[src/rtl/xts_sel_pkg.sv]
package xts_sel_pkg;
    localparam int KEY_BYTES  = 32;
    localparam int KEY_W      = KEY_BYTES * 8;
    localparam int HALF_W     = KEY_W / 2;

    typedef struct packed {
        logic              valid;
        logic              found;
        logic              flash_en;
        logic              manual_en;
        logic [KEY_W-1:0]  key;
    } sel_state_t;
endpackage

[src/rtl/slot_scan.sv]
module slot_scan #(
    parameter int NUM_SLOTS  = 6,
    parameter int PURPOSE_W  = 4,
    parameter int KEY_W      = 256,
    parameter int MATCH_CODE = 4
) (
    input  logic [NUM_SLOTS*PURPOSE_W-1:0] purpose_flat,
    input  logic [NUM_SLOTS*KEY_W-1:0]     key_flat,
    output logic [NUM_SLOTS-1:0]           hit_oh,
    output logic                           any_hit,
    output logic [KEY_W-1:0]               key_pick
);
    logic [NUM_SLOTS-1:0] hit;
    logic [NUM_SLOTS-1:0] lower_hit;

    for (genvar i = 0; i < NUM_SLOTS; i++) begin : g_cmp
        assign hit[i] = (purpose_flat[i*PURPOSE_W +: PURPOSE_W] == PURPOSE_W'(MATCH_CODE));
        if (i == 0) begin : g_first
            assign lower_hit[i] = 1'b0;
        end else begin : g_rest
            assign lower_hit[i] = lower_hit[i-1] | hit[i-1];
        end
    end

    assign hit_oh  = hit & ~lower_hit;
    assign any_hit = |hit;

    always_comb begin
        key_pick = '0;
        for (int i = 0; i < NUM_SLOTS; i++) begin
            if (hit_oh[i]) key_pick = key_pick | key_flat[i*KEY_W +: KEY_W];
        end
    end
endmodule

[src/rtl/byte_reverse.sv]
module byte_reverse #(
    parameter int NBYTES = 32
) (
    input  logic [NBYTES*8-1:0] din,
    output logic [NBYTES*8-1:0] dout
);
    for (genvar j = 0; j < NBYTES; j++) begin : g_byte
        assign dout[j*8 +: 8] = din[(NBYTES-1-j)*8 +: 8];
    end
endmodule

[src/rtl/crypt_policy.sv]
module crypt_policy #(
    parameter int CNT_W     = 3,
    parameter int CTRL_W    = 32,
    parameter int FORCE_BIT = 0,
    parameter int DL_BIT    = 3
) (
    input  logic [CNT_W-1:0]  boot_cnt,
    input  logic [CTRL_W-1:0] ctrl,
    input  logic              dl_dis,
    output logic              flash_now,
    output logic              manual_now
);
    logic unused_ctrl_bits;

    assign flash_now        = ^boot_cnt;
    assign manual_now       = ctrl[FORCE_BIT] | (ctrl[DL_BIT] & ~dl_dis);
    assign unused_ctrl_bits = ^ctrl;
endmodule

[src/rtl/xts_key_policy_sel.sv]
module xts_key_policy_sel
    import xts_sel_pkg::*;
#(
    parameter int NUM_SLOTS  = 6,
    parameter int PURPOSE_W  = 4,
    parameter int MATCH_CODE = 4,
    parameter int CNT_W      = 3,
    parameter int CTRL_W     = 32
) (
    input  logic                           clk,
    input  logic                           rst_n,
    input  logic                           scan_req,
    input  logic [NUM_SLOTS*PURPOSE_W-1:0] slot_purpose,
    input  logic [NUM_SLOTS*KEY_W-1:0]     slot_key,
    input  logic [CNT_W-1:0]               boot_crypt_cnt,
    input  logic [CTRL_W-1:0]              ext_crypt_ctrl,
    input  logic                           dl_manual_dis,
    output logic                           key_valid,
    output logic                           key_found,
    output logic [HALF_W-1:0]              data_key,
    output logic [HALF_W-1:0]              tweak_key,
    output logic                           flash_enc_en,
    output logic                           manual_enc_en
);
    logic [NUM_SLOTS-1:0] hit_oh;
    logic                 any_hit;
    logic [KEY_W-1:0]     key_raw;
    logic [KEY_W-1:0]     key_fixed;
    logic                 flash_now;
    logic                 manual_now;
    sel_state_t           st_d, st_q;

    slot_scan #(
        .NUM_SLOTS (NUM_SLOTS),
        .PURPOSE_W (PURPOSE_W),
        .KEY_W     (KEY_W),
        .MATCH_CODE(MATCH_CODE)
    ) u_scan (
        .purpose_flat(slot_purpose),
        .key_flat    (slot_key),
        .hit_oh      (hit_oh),
        .any_hit     (any_hit),
        .key_pick    (key_raw)
    );

    byte_reverse #(.NBYTES(KEY_BYTES)) u_rev (
        .din (key_raw),
        .dout(key_fixed)
    );

    crypt_policy #(
        .CNT_W    (CNT_W),
        .CTRL_W   (CTRL_W),
        .FORCE_BIT(0),
        .DL_BIT   (3)
    ) u_pol (
        .boot_cnt  (boot_crypt_cnt),
        .ctrl      (ext_crypt_ctrl),
        .dl_dis    (dl_manual_dis),
        .flash_now (flash_now),
        .manual_now(manual_now)
    );

    always_comb begin
        st_d = st_q;
        if (scan_req) begin
            st_d.valid     = 1'b1;
            st_d.found     = any_hit;
            st_d.key       = any_hit ? key_fixed : '0;
            st_d.flash_en  = flash_now;
            st_d.manual_en = manual_now;
        end
    end

    always_ff @(posedge clk) begin
        if (!rst_n) st_q <= '0;
        else        st_q <= st_d;
    end

    assign key_valid     = st_q.valid;
    assign key_found     = st_q.found;
    assign data_key      = st_q.key[HALF_W-1:0];
    assign tweak_key     = st_q.key[KEY_W-1:HALF_W];
    assign flash_enc_en  = st_q.flash_en;
    assign manual_enc_en = st_q.manual_en;

    a_r1_single_pick: assert property (@(posedge clk) disable iff (!rst_n)
        $onehot0(hit_oh));
    a_r1_found_tracks_scan: assert property (@(posedge clk) disable iff (!rst_n)
        scan_req |=> key_found == $past(any_hit));
    a_r3_zero_without_match: assert property (@(posedge clk) disable iff (!rst_n)
        (key_valid && !key_found) |-> (data_key == '0 && tweak_key == '0));
    a_r5_parity_flag: assert property (@(posedge clk) disable iff (!rst_n)
        scan_req |=> flash_enc_en == ^$past(boot_crypt_cnt));
    a_r6_manual_gate: assert property (@(posedge clk) disable iff (!rst_n)
        scan_req |=> manual_enc_en == ($past(ext_crypt_ctrl[0]) |
                                       ($past(ext_crypt_ctrl[3]) & !$past(dl_manual_dis))));
    a_r7_valid_after_req: assert property (@(posedge clk) disable iff (!rst_n)
        scan_req |=> key_valid);
    a_r8_stay_invalid: assert property (@(posedge clk) disable iff (!rst_n)
        (!key_valid && !scan_req) |=> !key_valid);
    a_r9_hold_outputs: assert property (@(posedge clk) disable iff (!rst_n)
        !scan_req |=> ($stable(data_key) && $stable(tweak_key) && $stable(key_found)
                       && $stable(flash_enc_en) && $stable(manual_enc_en)));
endmodule

[config.mk]
export PLATFORM = sky130hd
export DESIGN_NAME = xts_key_policy_sel
export DESIGN_NICKNAME = d
export VERILOG_FILES = /design/src/rtl/xts_sel_pkg.sv /design/src/rtl/slot_scan.sv /design/src/rtl/byte_reverse.sv /design/src/rtl/crypt_policy.sv /design/src/rtl/xts_key_policy_sel.sv
export SDC_FILE = /design/constraint.sdc
export NUM_CORES = 1
export LEC_CHECK = 0
export ABC_CLOCK_PERIOD_IN_PS = 2800
export BUFFER_PORTS_ARGS = -buffer_cell sky130_fd_sc_hd__clkbuf_2
export CAP_MARGIN = 15
export CORE_AREA = 2 2 721 723
export DETAILED_ROUTE_END_ITERATION = 16
export DIE_AREA = 0 0 723 725
export GPL_TIMING_DRIVEN = 0
export HOLD_SLACK_MARGIN = 0.06
export PLACE_DENSITY_LB_ADDON = 0.15
export SLEW_MARGIN = 20
export SYNTH_ARGS = -nofsm -noshare
export SYNTH_HDL_FRONTEND = slang
export SYNTH_HIERARCHICAL = 1
export SYNTH_SLANG_ARGS = --single-unit
[constraint.sdc]
create_clock -name clk -period 2.8 [get_ports clk]
set_input_delay 0.28 -clock clk [delete_from_list [all_inputs] [get_ports clk]]
set_output_delay 0.28 -clock clk [all_outputs]
set_load 0.02 [all_outputs]
==> impl_metrics.toml, run 1 <==
[run_status]
outcome = "complete, but fails checks"
violations = "setup timing"

[placement]
dp_cells = 11990
gp_congestion = 0.9411
io_buffer_count = 1826
hpwl_mm = 398.7

[run]
max-cap-violations = 0

[critical_path]
worstSetupPathType = "in2reg"
worst-r2r-cell-count = 2
critPathMaxFanout = 10
cp.arrival_ps = 3560
crit_slowest_cell = "a21oi_1"
worstPathRequired_ps = 3490
crit_path_frequent_cell = "a21oi_1"
cp-end-kind = "flop"
startpoint_type = "input pin"
max_stage_delay_ps = 780
crit_chain = "clkbuf_2 -> nor4b_4 -> buf_8 -> buf_6 -> clkbuf_4 -> buf_16 -> buf_1 -> a21oi_1 -> a21oi_1 -> a211o_1 -> buf_4 -> nand2_1 -> o21ai_1"

[sta]
setup_viol = 3
setup_slack_ps = -76.14
fin_crit_sh_pct = 102.7
slew_violations = 0
layout_min_cycle_time_ps = 2876
hold_viol_final = 0
worst_pin_slew_ps = 1205
whs_ps = 137.6
fmax_ghz = 0.3477
fin_skew_ps = 0
slew_headroom_pct = 19.65
setup_tns_ps = -147.4

[grt]
grt_max_degree = 19
grt_pass1_vias = 38489
gr-total-overflow = 0
antenna_found_initial = 453
grt_util_all_layers_pct = 16.17
grt_pass1_wl_mm = 525.5

[power]
seq_power_share_pct = 23.2
leakage_nw = 20.45
switchingPower_mw = 6.262
p_per_area_nw_per_um2 = 344.0
power_mw = 16.54
combPwrFrac_pct = 34.3
vdd_ir_drop_max_v = 0.0005042
clock_power_share_pct = 42.5
power_switching_share_pct = 37.87
p_int_mw = 10.27

[clocking]
cts_tree = "yes"
clkTransAtPathRegs_ps = 50
cts-buffers-inserted = 49
htree_num_levels = 2
cts_buffer_depth = 3
clock_latency_ps = 690
cts-root-buf = "clkbuf_16"
clock-sinks = 260

[drt]
wl_per_cell_um = 34.98
wl_mm = 441.9
ant_nets = 0
drc = 0
via_count = 37758
drt_iter0_markers = 2739
via_per_inst = 2.989
dr.pass1.iters = 5

[synth]
syn_nets = 4813
avgSynthCellArea_um2 = 7.076
ys_warn_count = 6
synthCells = 3214
syn-cell-area_um2 = 22740

[final_layout]
ff_latch_area_um2 = 5205
area_delta_synth_final_pct = 111.4
final_nets = 7141
final_cells = 12633
final_util_pct = 9.317
fillers = 61325
multi_input_area_um2 = 14440
final_layout_size_suffix_gt1_share_pct = 44.61

[die]
die_h_um = 725
rows = 264
die_area_um2 = 524200
fp.dieW_um = 723
ios = 1859
core_um2 = 516000
start_util_pct = 4.408

[min_path]
hold_path.class = "in2reg"
hold_depth = 5
==> state kept, by name (all words and copies together), names as in the netlist <==
signal	flops
manual_enc_en	1
data_key	128
key_valid	1
key_found	1
tweak_key	128
flash_enc_en	1
==> power groups by stage <==
| stage | Combinational (mW) | Clock, mW | Sequential (mW) |
|---|---|---|---|
| floorplan | 1.74 | 0 | 4.01 |
| global placement | 5.10 | 0 | 3.92 |
| detailed placement | 5.16 | 0 | 3.92 |
| CTS | 5.89 | 7.49 | 3.84 |
| global route | 6.05 | 7.48 | 3.85 |
| finish | 5.68 | 7.02 | 3.84 |
==> path summary, 6_finish.rpt <==
| path | to | slack, ps | startpoint |
|---|---|---|---|
| max | data_key[76] | -80 | slot_purpose[5] |
| min | tweak_key[45] | 140 | slot_key[1365] |
| max reg2reg | tweak_key[48] | 2140 | tweak_key[48] |
| min reg2reg | key_valid | 470 | key_valid |
==> critical path, delay by kind of cell <==
family | cells | cell delay, ps
buffers and inverters | 7 | 1520
AO/OA/AOI/OAI | 4 | 1250
AND/OR/NAND/NOR | 2 | 350
==> through the flow <==
step / instance area [µm²] / setup slack, ps
after floorplan: 22740 / 536.9
after global placement: 40540 / -6010
after detailed placement: 41320 / -2745
after CTS: 47730 / -34.74
after global routing: 47920 / -1.306
final: 48070 / -76.14
==> layout make-up <==
| type | count | area share, % |
|---|---|---|
| flip-flops and latches | 260 | 10.83 |
| clock inverters | 22 | 0.6481 |
| well taps | 6916 | 18.00 |
| plain buffers | 619 | 7.738 |
| clock buffers | 69 | 2.980 |
| multi-input cells | 2328 | 30.04 |
| inverters | 2 | 0.04945 |
| diodes | 135 | 0.7028 |
| repair buffers | 2282 | 29.01 |
==> layer usage <==
metal / global-route usage (%) / up-vias / share of wire (%)
met5: 0 / - / 0.35
met4: 5.161 / 236 / 3.8
met3: 5.864 / 781 / 9.0
met2: 29.14 / 2142 / 50
met1: 17.43 / 18043 / 37
li1: - / 16556 / -
==> repair_timing <==
item	CTS	global route
pin swaps	3	0
hold endpoints to repair	221	0
setup endpoints to repair	257	16
hold buffers	418	0
buffers inserted	4	0
resized for setup	122	18
==> cell usage in the layout, fill, tap and decap left out, drive strengths merged <==
| cell type | n |
|---|---|
| nand3 | 256 |
| mux2i | 2 |
| diode | 135 |
| xnor2 | 2 |
| nor4b | 5 |
| o21a | 1 |
| nor2 | 257 |
| dlygate4sd3 | 418 |
| nor4 | 1 |
| or4 | 1 |
| nor3 | 1 |
| clkbuf | 2084 |
| clkinvlp | 3 |
| o21ai | 256 |
| a21boi | 1 |
| a21oi | 512 |
| nand3b | 256 |
| nor2b | 2 |
| nand2 | 258 |
| inv | 3 |
| nand2b | 1 |
| a32o | 256 |
| dfxtp | 260 |
| clkinv | 12 |
| bufinv | 6 |
| buf | 468 |
| or4b | 3 |
| a21o | 1 |
| a211o | 256 |
Power figures use the tool's default switching activity.
==> run 2: changes to the inputs <==
--- a/config.mk
+++ b/config.mk
@@ -8,9 +8,11 @@
 export ABC_CLOCK_PERIOD_IN_PS = 2800
 export BUFFER_PORTS_ARGS = -buffer_cell sky130_fd_sc_hd__clkbuf_2
 export CAP_MARGIN = 15
-export CORE_AREA = 2 2 721 723
+export CELL_PAD_IN_SITES_DETAIL_PLACEMENT = 0
+export CELL_PAD_IN_SITES_GLOBAL_PLACEMENT = 1
+export CORE_AREA = 2 2 722 724
 export DETAILED_ROUTE_END_ITERATION = 16
-export DIE_AREA = 0 0 723 725
+export DIE_AREA = 0 0 724 726
 export GPL_TIMING_DRIVEN = 0
 export HOLD_SLACK_MARGIN = 0.06
 export PLACE_DENSITY_LB_ADDON = 0.15
==> impl_metrics.toml, run 2 (synthesis gave the netlist of run 1 again) <==
[run_status]
violations = "setup timing"
outcome = "complete, but fails checks"

[final_layout]
layout_commonest_cell = "clkbuf_2"
area_delta_synth_final_pct = 106.2
final_nets = 7036
final_layout_size_suffix_gt1_share_pct = 45.20
layout_common_cells = "clkbuf_2 (1,857), a21oi_1 (472), dlygate4sd3_1 (308)"
fin_area_um2 = 46890

[critical_path]
crit_chain = "clkbuf_2 -> or4b_1 -> buf_8 -> buf_2 -> buf_16 -> clkbuf_1 -> nor2_1 -> a21oi_1 -> a211o_1 -> buf_4 -> nand2_1 -> o21ai_1"
crit_slowest_cell = "or4b_1"
startpoint_type = "input pin"
cp-end-kind = "flop"
worstSetupPathType = "in2reg"
critPathMaxFanout = 10
max_stage_delay_ps = 590
cp_top_family = "buffers and inverters"
cp.arrival_ps = 3460
worstPathRequired_ps = 3390
cp_num_buf_inv = 6

[clocking]
cts_tree = "yes"
htree_num_levels = 2
cts_buffer_depth = 3
clock-sinks = 260
cts-buffers-inserted = 51
clkTransAtPathRegs_ps = 60
clock_latency_ps = 740
cts-root-buf = "clkbuf_16"

[die]
ios = 1859
die_area_um2 = 525600
core_um2 = 518600
rows = 265
start_util_pct = 4.386
die_h_um = 726
fp.dieW_um = 724

[drt]
wl_per_cell_um = 34.53
drt_iter0_markers = 2696
drc = 0
wl_mm = 432.1
via_count = 37658
dr.pass1.iters = 6
via_per_inst = 3.009
ant_nets = 0

[placement]
dpl_cell_area_um2 = 41290
gp_congestion = 0.9038
io_buffer_count = 1826
hpwl_mm = 390.0

[grt]
gr-total-overflow = 0
grt_max_degree = 16
grt_util_all_layers_pct = 15.75
grt_pass1_wl_mm = 516.4
grt_pass1_vias = 38663
antenna_found_initial = 382

[power]
p_per_area_nw_per_um2 = 356.2
power_mw = 16.70
vdd_ir_drop_max_v = 0.0004765
leakage_nw = 19.96

[sta]
rsz0062_at_grt = "no"
hold_viol_final = 0
setup_slack_ps = -72.66
fin_crit_sh_pct = 102.6
layout_min_cycle_time_ps = 2873
setup_viol = 6
slew_violations = 0
fmax_ghz = 0.3481
worst_pin_slew_ps = 1135
slew_headroom_pct = 24.36
fin_skew_ps = 0

[min_path]
hold_path.class = "in2reg"

[run]
max-cap-violations = 0
[run 2: repair_timing]
action	CTS	global route
buffers inserted	6	0
hold buffers	308	0
setup endpoints to repair	257	17
gates resized for setup	100	14
endpoints found under the hold margin	205	0
pin swaps	5	0
[run 2: worst paths after layout]
kind / start / cells after the start / slack [ps] / to
setup reg to reg: tweak_key[53] / 2 / 2010 / tweak_key[53]
hold reg to reg: key_valid / 1 / 460 / key_valid
hold / removal: slot_key[1393] / 5 / 150 / tweak_key[9]
setup / recovery: slot_purpose[1] / 12 / -70 / tweak_key[18]
[run 2: cell type report]
type / count / area, µm²
clock inverter: 23 / 417.9
buffer: 621 / 3714
timing repair buffer: 2173 / 12850
antenna: 99 / 247.7
inverter: 2 / 23.77
multi-input combinational: 2328 / 14320
fill: 61566 / 471700
sequential: 260 / 5205
tap: 6942 / 8686
clock buffer: 67 / 1428
[run 2: tightest hold or removal path: cells and delay by family]
family	cells	cell delay [ps]
and+or+nand+nor	1	50
AOI/OAI and AO/OA	2	250
buffers and inverters	2	240
[run 2: power breakdown]
part | internal [mW] | switching, mW
Combinational | 2.27 | 3.22
Clock | 4.48 | 2.89
Sequential | 3.79 | 0.0586
[run 2: layer usage]
metal  track usage [%]  vias to the layer above  wire (µm)
li1                  -                    16297          -
met1             16.72                    18494     157300
met2             30.80                     2104     232600
met3             4.329                      659      30870
met4             2.680                      104      10650
met5                 0                        -        671
[run 2: stage by stage]
step	std cells	setup TNS, ps	setup slack (ps)	hold slack [ps]	utilization, %
final	12515	-164.3	-72.66	146.8	9.042
after detailed placement	12015	-533520	-2554	451.0	7.962
after floorplan	3214	0	536.9	517.4	-
after global routing	12448	0	2.182	96.73	9.010
after global placement	11982	-1246180	-5657	455.8	7.823
after CTS	12417	-440.8	-141.1	60.65	8.986
